===== config.mk =====
export PLATFORM = sky130hd
export DESIGN_NAME = trig_gate
export DESIGN_NICKNAME = d
export VERILOG_FILES = /design/src/rtl/trig_gate.sv
export SDC_FILE = /design/constraint.sdc
export NUM_CORES = 1
export LEC_CHECK = 0
export BUFFER_PORTS_ARGS = -buffer_cell sky130_fd_sc_hd__buf_2
export CORE_AREA = 2 2 39 41
export CTS_CLUSTER_DIAMETER = 40
export DETAILED_ROUTE_END_ITERATION = 12
export DIE_AREA = 0 0 41 43
export PLACE_DENSITY = 0.61
export SETUP_SLACK_MARGIN = 0.5
export SYNTH_ARGS = -nofsm -noshare
export SYNTH_HDL_FRONTEND = slang
export SYNTH_SLANG_ARGS = --single-unit

===== constraint.sdc =====
create_clock -name clk -period 1.8 [get_ports clk]
set_clock_uncertainty 0.05 [all_clocks]
set_input_delay 0.36 -clock clk [delete_from_list [all_inputs] [get_ports clk]]
set_output_delay 0.36 -clock clk [all_outputs]
set_load 0.01 [all_outputs]

===== src/rtl/trig_gate.sv =====
module trig_gate #(
  parameter int NUM_SWEEPS = 2,
  parameter int SEL_W = (NUM_SWEEPS > 1) ? $clog2(NUM_SWEEPS) : 1
) (
  input  logic             clk,
  input  logic             rst_n,
  input  logic             above_lvl,
  input  logic             below_lvl,
  input  logic [1:0]       mode,
  input  logic             holdoff,
  input  logic             strobe,
  input  logic             status_fb,
  input  logic             slope_wr,
  input  logic [SEL_W-1:0] slope_wr_sel,
  input  logic             slope_wr_fall,
  input  logic [SEL_W-1:0] active_sweep,
  output logic             gate,
  output logic             status
);
  localparam logic [1:0] M_SWEEP = 2'b00;
  localparam logic [1:0] M_SLOW  = 2'b01;
  localparam logic [1:0] M_FAST  = 2'b10;
  localparam logic [1:0] M_STRB  = 2'b11;

  logic [NUM_SWEEPS-1:0] slope_q;
  logic [1:0] mode_q;
  logic gate_q, arm_q, stat_q;
  logic set_c, clr_c;

  wire fall     = slope_q[active_sweep];
  wire disp     = above_lvl ^ below_lvl;
  wire with_dir = disp & (fall ? below_lvl : above_lvl);
  wire against  = disp & ~with_dir;
  wire mode_chg = mode != mode_q;

  always_comb begin
    set_c = 1'b0;
    clr_c = 1'b0;
    case (mode_q)
      M_SWEEP: begin set_c = arm_q & with_dir & ~holdoff; clr_c = holdoff; end
      M_SLOW:  begin set_c = ~status_fb & with_dir;       clr_c = against; end
      M_FAST:  begin set_c = with_dir;                    clr_c = against; end
      M_STRB:  begin set_c = strobe & against;            clr_c = with_dir; end
      default: ;
    endcase
  end

  always_ff @(posedge clk) begin
    if (!rst_n) begin
      mode_q <= M_SWEEP;
      gate_q <= 1'b0;
      arm_q  <= 1'b0;
      stat_q <= 1'b0;
    end else begin
      stat_q <= gate_q;
      mode_q <= mode;
      if (mode_chg || clr_c)  gate_q <= 1'b0;
      else if (set_c)         gate_q <= 1'b1;
      if (mode_chg || holdoff || mode_q != M_SWEEP || set_c) arm_q <= 1'b0;
      else if (!gate_q && against)                           arm_q <= 1'b1;
    end
  end

  always_ff @(posedge clk) begin
    if (!rst_n) slope_q <= '0;
    else begin
      for (int i = 0; i < NUM_SWEEPS; i++)
        if (slope_wr && slope_wr_sel == SEL_W'(i)) slope_q[i] <= slope_wr_fall;
    end
  end

  assign gate   = gate_q;
  assign status = stat_q;
endmodule



### Yosys cells after proc, flatten, opt, wreduce, memory -nomap -nowiden

Cells that the tools add are included.

| word-level totals | value |
|---|---|
| bits in registers | 7 |

| operators by class | value |
|---|---|
| magnitude comparators | 1 |
| equality and inequality tests | 4 |
| mux-type cells | 5 |
| bitwise operators | 12 |
| reductions and logical operators | 13 |

Operators by type and width:

| kind | number |
|---|---|
| $and A1 B1 Y1 | 6 |
| $reduce_or A2 Y1 | 3 |
| $not A1 Y1 | 5 |
| $eq A2 B2 Y1 const B | 2 |
| $logic_or A1 B1 Y1 | 4 |
| $pmux W1 S4 | 1 |
| $logic_and A1 B1 Y1 | 3 |
| $mux W1 | 3 |
| $pmux W1 S3 | 1 |
| $eq A2 B1 Y1 const B | 1 |
| $logic_not A2 Y1 | 1 |
| $lt A1 B2 Y1 const B | 1 |
| $ne A2 B2 Y1 | 1 |
| $reduce_bool A2 Y1 | 1 |
| $logic_not A1 Y1 | 1 |
| $xor A1 B1 Y1 | 1 |

### Longest topological paths before layout

| logic depth | value |
|---|---|
| word-level depth | 10 |
| depth in mapped cells | 6 |
| mapped depth without buffers | 6 |

### Worst setup path before layout

OpenSTA, ideal clock, no wires.

| path | value |
|---|---|
| kind | input port to flip-flop |
| start point | input active_sweep |
| end point | register gate_q, in the netlist gate |
| data arrival time | 1402 ps |
| required time | 1635 ps |
| path slack | 233 ps |
| stages | 5 |
| buffers on the path | 0 |
| cell sequence | mux2i_2 mux2_4 a2bb2oi_2 o211a_1 o21a_1 |

| on the way | value |
|---|---|
| word-level cells in the longest chain between the ends | 9 |
| elaborated cells on any way between the ends | 14 |
| classes of those cells | 5 x mux; 7 x bitwise; 2 x reduce/logical |

RTL lines:

| element | line | text |
|---|---|---|
| start: declaration | 16 | `input logic [SEL_W-1:0] active_sweep,` |
| $mux W1 (not written as such) (*) (2 in series) | 30 | `wire fall = slope_q[active_sweep];` |
| $mux W1 (*) | 32 | `wire with_dir = disp & (fall ? below_lvl : above_lvl);` |
| $and A1 B1 Y1 (*) | 32 |  |
| $not A1 Y1 | 33 | `wire against = disp & ~with_dir;` |
| $and A1 B1 Y1 | 33 |  |
| $pmux W1 S3 | 39 | `case (mode_q)` |
| $logic_or A1 B1 Y1 | 57 | `if (mode_chg \|\| clr_c) gate_q <= 1'b0;` |
| $reduce_or A2 Y1 (no line) | - |  |
| end signal: assignment | 51 | `gate_q <= 1'b0;` |
| end signal: assignment | 57 |  |
| end signal: assignment | 58 | `else if (set_c) gate_q <= 1'b1;` |
| end: declaration | 27 | `logic gate_q, arm_q, stat_q;` |

Every way passes the cells marked *; elsewhere a longest branch is shown, timed or not. The select of a mux whose other input is x is not followed.
A chain may end at the register's enable or synchronous reset.

### Worst setup path after layout

| path | value |
|---|---|
| start point | register slope_q[0] |
| end point | register gate_q, in the netlist gate |

| on the way | value |
|---|---|
| word-level cells in the longest chain between the ends | 9 |
| elaborated cells on any way between the ends | 14 |
| classes of those cells | 5 x mux; 7 x bitwise; 2 x reduce/logical |

RTL lines:

| element | line | text |
|---|---|---|
| start: declaration | 25 | `logic [NUM_SWEEPS-1:0] slope_q;` |
| start signal: indexed assignment | 68 | `if (slope_wr && slope_wr_sel == SEL_W'(i)) slope_q[i] <= slope_wr_fall;` |
| $mux W1 (not written as such) (*) (2 in series) | 30 |  |
| $mux W1 (*) | 32 |  |
| $and A1 B1 Y1 (*) | 32 |  |
| $not A1 Y1 | 33 |  |
| $and A1 B1 Y1 | 33 |  |
| $pmux W1 S3 | 39 |  |
| $logic_or A1 B1 Y1 | 57 |  |
| $reduce_or A2 Y1 (no line) | - |  |

Marked as above.

==> results_dict.tcl <==
set metrics [dict create \
    run_status "finished clean" \
    max_fanout_on_critical_path 4 \
    design.die.area_um2 1760 \
    multi_input_comb_area_um2 337 \
    setup_viol 0 \
    drt_iter0_markers 1 \
    antennaDiodeCount 0 \
    layout.nets 94 \
    cts_buffers 3 \
    fin_area_um2 664 \
    synthToLayoutAreaGrowth_pct 40.1 \
    post_route_cells_drive_above_1_share_pct 42.7 \
    synth.yosys.seq_area_share_pct 29.6 \
    max_root_sink_buffers 2 \
    grt_pass1_vias 371 \
    worst_slew_slack_as_a_fraction_of_its_limit_pct 86.0 \
    setup_tns_ns 0 \
    core_region_area_um2 1380 \
    p_sw_uw 95.9 \
    clock_network_power_share_pct 35.9 \
    totalWireLength_um 908 \
    dieHeight_um 43 \
    r2r_start "slope_q[0]$_SDFFE_PN0P_" \
    max_cap_violations 0 \
    worst_skew_pair.late_latency_ns 0.25 \
    combPwrFrac_pct 21.3 \
    detail_route.vias_per_cell 4.56 \
    cts-root-buf "clkbuf_4" \
    clkSlewWorstSetupHoldPaths_ns 0.05 \
    drc 0 \
    dp.final_hpwl_um 693 \
    postSynthAreaPerCell_um2 9.12 \
    ioPinCount 15 \
    path_cells "mux2i_4 -> mux2_4 -> a2bb2oi_2 -> o211a_1 -> o21a_1" \
    min_period_ns 1.44 \
    global_route.usage.total_pct 12.2 \
    max_clock_freq_mhz 696 \
    clock_sink_count 7 \
    filler_cell_count 139 \
    total_leakage_power_uw 0.000318 \
    timing.final.hold_violations 0 \
    pin_count_of_the_biggest_net_entering_global_routing 7 \
    worst_path_max_delay_cell "dfxtp_2" \
    ys_ff_latch 7 \
    cp_data_required_time_ns 1.89 \
    grt_setup_unrepaired "true" \
    power.density_cell_area_nw_per_um2 583 \
    yosys_warnings 0 \
    power.ir.vdd_worst_uv 304 \
    worstPathArrival_ns 1.53 \
    cts_hold_buf 0 \
    synthesis.area_um2 474 \
    yosysUniqueCellTypes 26 \
    startpoint "slope_q[0]$_SDFFE_PN0P_" \
    drt_pre_antenna_iters 2 \
    grt_pass1_wl_mm 1.46 \
    switching_share_pct 24.7 \
    layout_worst_path_cycle_share_pct 79.9 \
    grt.overflow.total 0 \
    hold_path.class "primary input to flop" \
    dr_total_vias 415 \
    route.detailed.wl_per_inst_um 9.98 \
    postSynthCellCount 52 \
    place.port_buffers 14 \
    timing.hold.worst.start "mode[0]" \
    htree_num_levels 1 \
    clock_tree_from_tritoncts "built" \
    synth_fp_nets 70 \
    worst_setup_path_end_kind "flop" \
    timing_worst_slew_pin_value_ns 0.205 \
    drv_slew 0 \
    postRouteAntennaNets 0 \
    ff_latch_area_um2 150 \
    place_congestion 0.676 \
    start_util_pct 34.3 \
    placed_cell_area_um2 588 \
    std_cell_rows 14 \
    critical_path.max_stage_delay_ns 0.33 \
    critPathKind "flop to flop" \
    cell_internal_pwr_uw 292 \
    floorplan.die.width_um 41 \
    cp-start-kind "flop" \
    antenna_violations_before_repair 0 \
    power.share.sequential_pct 42.8 \
]
-- cells by family after synthesis --
kind of cell               count (synthesis)  synth area share, %
buffers and inverters                      5                 3.96
and+or+nand+nor                           21                 24.8
xor gates and xnor gates                   2                 3.69
AOI/OAI and AO/OA                          8                 14.5
muxes                                      4                 10.3
adders and majority gates                  5                 13.2
DFF                                        7                 29.6
-- registers in the layout, summed over array words and instances, names as in the netlist --
register	flops
arm_q	1
gate	1
mode_q	2
slope_q	2
status	1
-- area by class of cell --
| type | instances | area share [%] |
|---|---|---|
| Clock buffer | 4 | 3.95 |
| Tap cell | 16 | 3.01 |
| Sequential cell | 7 | 22.6 |
| Inverter | 5 | 3.58 |
| Timing Repair Buffer | 19 | 16.2 |
| Multi-Input combinational cell | 40 | 50.7 |
-- metrics by stage --
step | hold slack, ns | worst slack (ns) | total power [uW] | std cells | util, %
after floorplan | 0.425 | 0.295 | 217 | 52 | -
after global placement | 0.438 | 0.140 | 242 | 82 | 42.5
after detailed placement | 0.442 | 0.114 | 243 | 82 | 42.5
after CTS | 0.291 | 0.359 | 397 | 91 | 47.9
after global routing | 0.291 | 0.328 | 412 | 91 | 48.0
final | 0.299 | 0.362 | 387 | 91 | 48.0
-- worst max-delay path: cells and delay by family, from the launching register on --
family          cells  cell delay [ns]
mux                 2             0.53
compound gates      3             0.42
flops               1             0.33
-- Yosys cell counts (all sizes together) --
library cell,n,area (um2)
nor2,3,11.3
o221ai,1,8.76
ha,5,62.6
o21a,1,7.51
xnor2,2,17.5
nand3,1,5.00
nor2b,2,12.5
nor3,1,5.00
and2,3,18.8
o211a,1,10.0
a2bb2oi,1,15.0
or2b,1,7.51
dfxtp,7,140
a21boi,1,7.51
nand2,3,11.3
inv,5,18.8
o21ai,1,5.00
o211ai,1,7.51
nand2b,3,18.8
or3,1,6.26
mux2i,3,33.8
mux2,1,15.0
and3,1,6.26
nand3b,2,15.0
a21o,1,7.51
-- per-layer routing --
metal	GRT usage [%]	up-vias	part of all wire (%)
met4	8.00	0	0
met2	17.5	8	49
met1	16.2	184	45
met3	1.57	0	5.1
met5	0	-	0
li1	-	223	-
-- worst paths after layout --
kind | end | slack (ns) | cells after the start
setup / recovery | gate$_SDFFE_PP0P_ | 0.36 | 5
hold / removal | mode_q[0]$_SDFF_PN0_ | 0.30 | 2
setup reg to reg | gate$_SDFFE_PP0P_ | 0.36 | 5
hold reg to reg | slope_q[1]$_SDFFE_PN0P_ | 0.43 | 2
-- power groups by stage --
stage | Sequential [uW] | Clock, uW | Combinational (uW)
global placement | 170 | 0 | 72.2
floorplan | 169 | 0 | 48.0
global route | 166 | 155 | 91.5
finish | 166 | 139 | 82.7
CTS | 165 | 149 | 82.7
detailed placement | 170 | 0 | 73.2
-- cell usage in the layout, fill, tap and decap left out, drive strengths merged --
| cell type | count |
|---|---|
| a21boi | 1 |
| a21o | 1 |
| a2bb2oi | 1 |
| and2 | 3 |
| and3 | 1 |
| buf | 19 |
| clkbuf | 4 |
| dfxtp | 7 |
| ha | 5 |
| inv | 5 |
| mux2 | 1 |
| mux2i | 3 |
| nand2 | 3 |
| nand2b | 3 |
| nand3 | 1 |
| nand3b | 2 |
| nor2 | 3 |
| nor2b | 2 |
| nor3 | 1 |
| o211a | 1 |
| o211ai | 1 |
| o21a | 1 |
| o21ai | 1 |
| o221ai | 1 |
| or2b | 1 |
| or3 | 1 |
| xnor2 | 2 |
-- repair_timing --
action	CTS	global route
endpoints found under the hold margin	0	0
setup endpoints to repair	2	2
buffers inserted	5	0
pin swaps	4	2
resized for setup	5	1
No activity file was read; power rests on OpenSTA's default activity.
